--- config.mk ---
export PLATFORM = sky130hd
export DESIGN_NAME = acq_scan_ctrl
export DESIGN_NICKNAME = d
export VERILOG_FILES = /design/src/rtl/acq_scan_pkg.sv /design/src/rtl/acq_cycle_timer.sv /design/src/rtl/acq_list_walker.sv /design/src/rtl/acq_autorange.sv /design/src/rtl/acq_scan_ctrl.sv
export SDC_FILE = /design/constraint.sdc
export NUM_CORES = 1
export LEC_CHECK = 0
export BUFFER_PORTS_ARGS = -buffer_cell sky130_fd_sc_hd__buf_2
export CELL_PAD_IN_SITES_DETAIL_PLACEMENT = 0
export CELL_PAD_IN_SITES_GLOBAL_PLACEMENT = 2
export CORE_ASPECT_RATIO = 0.7
export CORE_MARGIN = 1
export CORE_UTILIZATION = 33
export CTS_CLUSTER_DIAMETER = 100
export DETAILED_ROUTE_END_ITERATION = 7
export PLACE_DENSITY_LB_ADDON = 0.1
export SLEW_MARGIN = 10
export SYNTH_ARGS = -nofsm -noshare
export SYNTH_HDL_FRONTEND = slang
export SYNTH_SLANG_ARGS = --single-unit
--- constraint.sdc ---
create_clock -name clk -period 5.25 [get_ports clk]
set_input_delay 0.2625 -clock clk [delete_from_list [all_inputs] [get_ports clk]]
set_output_delay 0.2625 -clock clk [all_outputs]
set_load 0.1 [all_outputs]
--- src/rtl/acq_scan_pkg.sv ---
package acq_scan_pkg;

    localparam int GAIN_W     = 12;
    localparam int COARSE_W   = 8;
    localparam int FINE_W     = 12;
    localparam int CAL_WORD_W = GAIN_W + COARSE_W + FINE_W;

    // Calibration word, most significant field first
    typedef struct packed {
        logic [GAIN_W-1:0]   gain;
        logic [COARSE_W-1:0] coarse;
        logic [FINE_W-1:0]   fine;
    } cal_word_t;

    typedef enum logic [2:0] {
        RG_IDLE,
        RG_SETTLE,
        RG_READ,
        RG_CAPT,
        RG_DONE
    } rg_state_e;

    function automatic int cal_index(input int ch, input int rng, input int n_rng);
        return ch * n_rng + rng;
    endfunction

endpackage

--- src/rtl/acq_cycle_timer.sv ---
module acq_cycle_timer #(
    parameter int CYCLE_CLKS = 1000
) (
    input  logic clk,
    input  logic rst,
    input  logic scan_start,
    output logic tick
);
    localparam int CNT_W = $clog2(CYCLE_CLKS + 1);
    localparam logic [CNT_W-1:0] LAST = CNT_W'(CYCLE_CLKS - 1);

    logic             run;
    logic [CNT_W-1:0] cnt;

    always_ff @(posedge clk) begin
        if (rst) begin
            run <= 1'b0;
            cnt <= '0;
        end else if (scan_start) begin
            run <= 1'b1;
            cnt <= LAST;
        end else if (run) begin
            cnt <= (cnt == LAST) ? '0 : cnt + 1'b1;
        end
    end

    assign tick = run && !scan_start && (cnt == LAST);

endmodule

--- src/rtl/acq_list_walker.sv ---
module acq_list_walker #(
    parameter int PTR_W = 6
) (
    input  logic             clk,
    input  logic             rst,
    input  logic             scan_start,
    input  logic             tick,
    input  logic [PTR_W-1:0] list_last,
    output logic [PTR_W-1:0] ptr
);
    always_ff @(posedge clk) begin
        if (rst || scan_start) begin
            ptr <= '0;
        end else if (tick) begin
            ptr <= (ptr >= list_last) ? '0 : ptr + 1'b1;
        end
    end
endmodule

--- src/rtl/acq_autorange.sv ---
module acq_autorange
    import acq_scan_pkg::*;
#(
    parameter int N_CH        = 64,
    parameter int N_RNG       = 5,
    parameter int SETTLE_CLKS = 100,
    parameter int CH_W        = 6,
    parameter int RNG_W       = 3,
    parameter int CAL_AW      = 9
) (
    input  logic                  clk,
    input  logic                  rst,
    input  logic                  scan_start,
    input  logic                  tick,
    input  logic [CH_W-1:0]       cur_ch,
    input  logic                  range_under,
    output logic [RNG_W-1:0]      range_sel,
    output logic                  cal_rd,
    output logic [CAL_AW-1:0]     cal_addr,
    input  logic [CAL_WORD_W-1:0] cal_data,
    output cal_word_t             dac_word,
    output logic                  dac_ld,
    output logic                  done
);
    localparam int SET_W = $clog2(SETTLE_CLKS + 1);
    localparam logic [SET_W-1:0] SET_LAST = SET_W'(SETTLE_CLKS - 1);
    localparam logic [RNG_W-1:0] RNG_MAX  = RNG_W'(N_RNG - 1);

    rg_state_e        st;
    logic [SET_W-1:0] settle;

    always_ff @(posedge clk) begin
        if (rst) begin
            st        <= RG_IDLE;
            settle    <= '0;
            range_sel <= '0;
            cal_rd    <= 1'b0;
            cal_addr  <= '0;
            dac_ld    <= 1'b0;
            dac_word  <= '0;
        end else begin
            cal_rd <= 1'b0;
            dac_ld <= 1'b0;
            if (scan_start) begin
                st        <= RG_IDLE;
                range_sel <= '0;
            end else if (tick) begin
                st        <= RG_SETTLE;
                range_sel <= '0;
                settle    <= SET_LAST;
            end else begin
                case (st)
                    RG_SETTLE: begin
                        if (settle != '0) begin
                            settle <= settle - 1'b1;
                        end else if (range_under && range_sel != RNG_MAX) begin
                            range_sel <= range_sel + 1'b1;
                            settle    <= SET_LAST;
                        end else begin
                            st       <= RG_READ;
                            cal_rd   <= 1'b1;
                            cal_addr <= CAL_AW'(cal_index(int'(cur_ch), int'(range_sel), N_RNG));
                        end
                    end
                    RG_READ: st <= RG_CAPT;
                    RG_CAPT: begin
                        dac_word <= cal_word_t'(cal_data);
                        dac_ld   <= 1'b1;
                        st       <= RG_DONE;
                    end
                    default: ;
                endcase
            end
        end
    end

    assign done = (st == RG_DONE);

endmodule

--- src/rtl/acq_scan_ctrl.sv ---
module acq_scan_ctrl
    import acq_scan_pkg::*;
#(
    parameter int N_CH        = 64,
    parameter int N_RNG       = 5,
    parameter int LIST_DEPTH  = 64,
    parameter int CYCLE_CLKS  = 1000,
    parameter int SETTLE_CLKS = 100,
    localparam int CH_W   = $clog2(N_CH),
    localparam int RNG_W  = $clog2(N_RNG),
    localparam int PTR_W  = $clog2(LIST_DEPTH),
    localparam int CAL_AW = $clog2(N_CH * N_RNG)
) (
    input  logic                  clk,
    input  logic                  rst,
    input  logic                  scan_start,
    input  logic [PTR_W-1:0]      list_last,
    output logic [PTR_W-1:0]      list_addr,
    input  logic [CH_W-1:0]       list_data,
    output logic [CH_W-1:0]       mux_ch,
    output logic                  mux_load,
    output logic [RNG_W-1:0]      range_sel,
    input  logic                  range_under,
    output logic                  cal_rd,
    output logic [CAL_AW-1:0]     cal_addr,
    input  logic [CAL_WORD_W-1:0] cal_data,
    output logic [GAIN_W-1:0]     dac_gain,
    output logic [COARSE_W-1:0]   dac_coarse,
    output logic [FINE_W-1:0]     dac_fine,
    output logic                  dac_ld,
    output logic                  adc_start,
    output logic [CH_W-1:0]       adc_ch,
    output logic [RNG_W-1:0]      adc_range,
    output logic                  overrun
);
    logic      tick;
    logic      done;
    logic      have_prev;
    cal_word_t dac_word;

    acq_cycle_timer #(.CYCLE_CLKS(CYCLE_CLKS)) u_timer (
        .clk        (clk),
        .rst        (rst),
        .scan_start (scan_start),
        .tick       (tick)
    );

    acq_list_walker #(.PTR_W(PTR_W)) u_walker (
        .clk        (clk),
        .rst        (rst),
        .scan_start (scan_start),
        .tick       (tick),
        .list_last  (list_last),
        .ptr        (list_addr)
    );

    acq_autorange #(
        .N_CH        (N_CH),
        .N_RNG       (N_RNG),
        .SETTLE_CLKS (SETTLE_CLKS),
        .CH_W        (CH_W),
        .RNG_W       (RNG_W),
        .CAL_AW      (CAL_AW)
    ) u_range (
        .clk         (clk),
        .rst         (rst),
        .scan_start  (scan_start),
        .tick        (tick),
        .cur_ch      (mux_ch),
        .range_under (range_under),
        .range_sel   (range_sel),
        .cal_rd      (cal_rd),
        .cal_addr    (cal_addr),
        .cal_data    (cal_data),
        .dac_word    (dac_word),
        .dac_ld      (dac_ld),
        .done        (done)
    );

    // Cycle boundary: advance the mux and start the previous channel's conversion
    always_ff @(posedge clk) begin
        if (rst) begin
            mux_ch    <= '0;
            mux_load  <= 1'b0;
            adc_start <= 1'b0;
            adc_ch    <= '0;
            adc_range <= '0;
            overrun   <= 1'b0;
            have_prev <= 1'b0;
        end else begin
            mux_load  <= 1'b0;
            adc_start <= 1'b0;
            overrun   <= 1'b0;
            if (scan_start) begin
                have_prev <= 1'b0;
            end else if (tick) begin
                mux_ch    <= list_data;
                mux_load  <= 1'b1;
                have_prev <= 1'b1;
                adc_start <= have_prev;
                overrun   <= have_prev && !done;
                if (have_prev) begin
                    adc_ch    <= mux_ch;
                    adc_range <= range_sel;
                end
            end
        end
    end

    assign dac_gain   = dac_word.gain;
    assign dac_coarse = dac_word.coarse;
    assign dac_fine   = dac_word.fine;

endmodule

==> flow_summary_export.csv <==
group,metric,value,unit
logic_synthesis,syn_avg_cell_area,8.59,sq um
layout,syn2layout_area_growth,21.1,%
floorplan,io_pins,118,
cts,clockRootBuffer,"clkbuf_16",
sta,rsz0062_at_grt,"no",
cts,cts_setup_buffers,0,
setup_path,cpLargestDelayFamily,"adder cells",
detailed_routing,dr_total_vias,3896,
flow_run,maxCapViolations,0,
detailed_routing,drtIter0Drc,187,
cts,cts_sinks,92,
floorplan,die-height,99.6,um
sta,hold_viol,0,
setup_path,critPathMaxFanout,5,
setup_path,reg2reg_depth,8,
sta,slew_headroom,32.1,%
power,finalPower,0.00140,W
floorplan,dieArea,14100,sq um
detailed_routing,wl_per_cell,14.4,um
worst_hold_path,hp-class,"in -> reg",
setup_path,worst_setup_path_end_kind,"flip-flop",
grt,grt_pass1_vias,3589,
detailed_routing,drc,0,
logic_synthesis,synth_ff_type,"dfxtp_1",
sta,period_share,47.4,%
setup_path,crit_chain,"ha_1, ha_1, fa_1, a211oi_1, o21bai_1, a21oi_1, xor2_1, o2bb2ai_1",
setup_path,crit_required,5.48,ns
floorplan,start_util,34.0,%
worst_hold_path,min_to,"u_range.dac_word[2]",
layout,mostFrequentLayoutCells,"buf_2 (116), nand2_1 (93), dfxtp_1 (92)",
grt,grt_max_degree,75,
layout,final_common_cell,"buf_2",
logic_synthesis,synth_area,4490,sq um
grt,overflow,0,
logic_synthesis,ys_warn_count,0,
logic_synthesis,ys_seq_area_share,41.0,%
setup_path,r2r-start,"mux_ch[0]",
place,placed_cells,800,
setup_path,cp.depth,8,
logic_synthesis,synth_edf_count,0,
cts,cts_resized,0,
layout,instances_no_fill,813,
sta,setup_violations,0,
grt,gr-usage-met1,25.0,%
power,p_per_area,258,nW/um^2
detailed_routing,viasPerCell,4.79,
setup_path,cp_num_buf_inv,0,
power,peakVddDrop,0.000156,V
grt,antenna_found_initial,0,
setup_path,max_stage_delay,0.48,ns
sta,tightest_slew,1.02,ns
floorplan,core_area,13200,sq um
cts,worstSkewPairLatency,0.34,ns
grt,busiest_layer,"met2",
sta,period_minus_slack,2.49,ns
setup_path,crit_top_cell,"ha_1",
place,dp_hpwl,8.41,mm
layout,antenna_cells,0,
logic_synthesis,yosys.cell_types.count,59,
place,gp_congestion,0.827,
setup_path,arrival,2.72,ns
cts,cts_tree,"done",
sta,fmaxAchievable,402,MHz
sta,clock_skew,0.00341,ns
logic_synthesis,synthesis.nets,602,
run_status,status,"finished, final reports clean",
floorplan,rows,35,
floorplan,die_x,141,um
setup_path,cpMaxStageDelayCell,"fa_1",
grt,grt_pass1_wl,18.8,mm
setup_path,worstSetupStartpointType,"flip-flop",
worst_hold_path,hold_depth,3,
sta,report.final.slew_viol_count,0,
cts,cts_made_buffers,9,
grt,use_met2,25.5,%
layout,drive_gt1_share,32.6,%
sta,setup_tns,0,ns
worst_hold_path,min_from,"cal_data[2]",
grt,grt_util_all_layers,17.1,%
cts,cts_max_level,3,
grt,grt_util_met3,3.61,%
cts,clk_pin_slew_worst_paths,0.06,ns
layout,layout.nets,705,
logic_synthesis,async_flop_share,0,%
cts,ctsHoldBuffers,0,
power,p_leak,2.33,nW
cts,clockBufferDepth,2,
detailed_routing,final_antenna_net_count,0,
detailed_routing,drt_wl_total,11.7,mm
setup_path,path_class,"reg -> reg",
setup_path,r2r_end,"u_range.cal_addr[7]",
logic_synthesis,ys_ff_latch,92,
logic_synthesis,synth_cells,523,
detailed_routing,drtPass1Iterations,4,
setup_path,rrSetupSlack,2.76,ns
place,io_buffers,117,
registers in the layout, indices dropped and copies added, names as in the netlist, 3 cells and up:
register and flops:
u_range.dac_word 32, u_timer.cnt 10, u_range.cal_addr 9, u_range.settle 7, adc_ch 6, mux_ch 6, u_walker.ptr 6, adc_range 3
u_range.range_sel 3, u_range.st 3
stage by stage:
step	hold slack, ns	area [sq um]	setup WS [ns]	utilization (%)
floorplan	0.389	4490	2.25	-
global placement	0.440	5160	2.84	39.0
detailed placement	0.445	5160	2.80	39.0
CTS	0.143	5440	2.78	41.1
global route	0.148	5440	2.51	41.1
finish	0.153	5440	2.76	41.1
logic make-up (layout without fill, tap and decap cells):
family | Yosys count | count (layout) | synth area share, %
multiplexers | 2 | 2 | 0.474
flip-flops | 92 | 92 | 41.0
XOR/XNOR | 8 | 8 | 1.56
adder cells (fa/ha/maj) | 31 | 31 | 8.80
AND/OR/NAND/NOR | 221 | 221 | 24.0
AO/OA/AOI/OAI | 124 | 124 | 18.9
buffers and inverters | 45 | 150 | 5.24
layer usage:
| layer | vias to the layer above | part of all wire (%) |
|---|---|---|
| met5 | - | 0 |
| met4 | 0 | 0.92 |
| met3 | 7 | 4.4 |
| met2 | 75 | 42 |
| met1 | 1809 | 53 |
| li1 | 2005 | - |
worst min-delay path, stage by stage:
cell and delay, ns:
buf_2 0.10, nand2_2 0.05, a21oi_2 0.04
layout make-up:
cell class / count / area, sq um
inverters: 18 / 67.6
multi-input cells: 386 / 2410
clock inverters: 3 / 40.0
fillers: 1399 / 7790
flip-flops and latches: 92 / 1840
well taps: 185 / 231
repair buffers: 119 / 603
clock buffers: 10 / 239
worst max-delay path by stage:
stage / start / to / slack, ns
after floorplan: mux_ch[2] / u_range.cal_addr[7] / 2.25
after global placement: u_timer.run / u_range.dac_word[1] / 2.84
after detailed placement: u_timer.cnt[0] / u_range.dac_word[30] / 2.80
after CTS: mux_ch[0] / u_range.cal_addr[7] / 2.78
after global routing: u_timer.run / u_range.dac_word[30] / 2.51
final: mux_ch[0] / u_range.cal_addr[7] / 2.76
where the power goes:
group	internal, W	switching (W)	total, W
sequential	0.000703	0.00000732	0.000711
combinational	0.0000229	0.0000358	0.0000587
clock	0.000372	0.000259	0.000631
total	0.00110	0.000302	0.00140
cells in the mapped netlist (2+ instances only):
| cell | n | area (sq um) |
|---|---|---|
| ha_1 | 30 | 375 |
| o31ai_1 | 2 | 15.0 |
| nand3_1 | 12 | 60.1 |
| o21ai_0 | 11 | 55.1 |
| buf_2 | 5 | 25.0 |
| a31oi_1 | 2 | 12.5 |
| o41ai_1 | 2 | 17.5 |
| a21oi_2 | 30 | 263 |
| nor4_1 | 2 | 12.5 |
| and3_1 | 6 | 37.5 |
| nor3_1 | 10 | 50.1 |
| and2_1 | 2 | 12.5 |
| nor2_1 | 39 | 146 |
| o2bb2ai_1 | 2 | 17.5 |
| a211oi_1 | 6 | 45.0 |
| buf_4 | 4 | 30.0 |
| nand2_1 | 93 | 349 |
| a21o_1 | 3 | 22.5 |
| xor2_1 | 6 | 52.6 |
| a22oi_1 | 3 | 22.5 |
| dfxtp_1 | 92 | 1840 |
| nor2b_1 | 3 | 18.8 |
| buf_6 | 6 | 67.6 |
| or3_1 | 3 | 18.8 |
| nand2_2 | 30 | 188 |
| xnor2_1 | 2 | 17.5 |
| inv_1 | 18 | 67.6 |
| o21bai_1 | 3 | 22.5 |
| a311oi_1 | 2 | 17.5 |
| o311ai_0 | 2 | 17.5 |
| or2_2 | 3 | 18.8 |
| a221oi_1 | 2 | 17.5 |
| a21oi_1 | 46 | 230 |
| nand4_1 | 5 | 31.3 |
| clkbuf_1 | 12 | 45.0 |
Note: power is estimated with default switching activity, not from simulation.
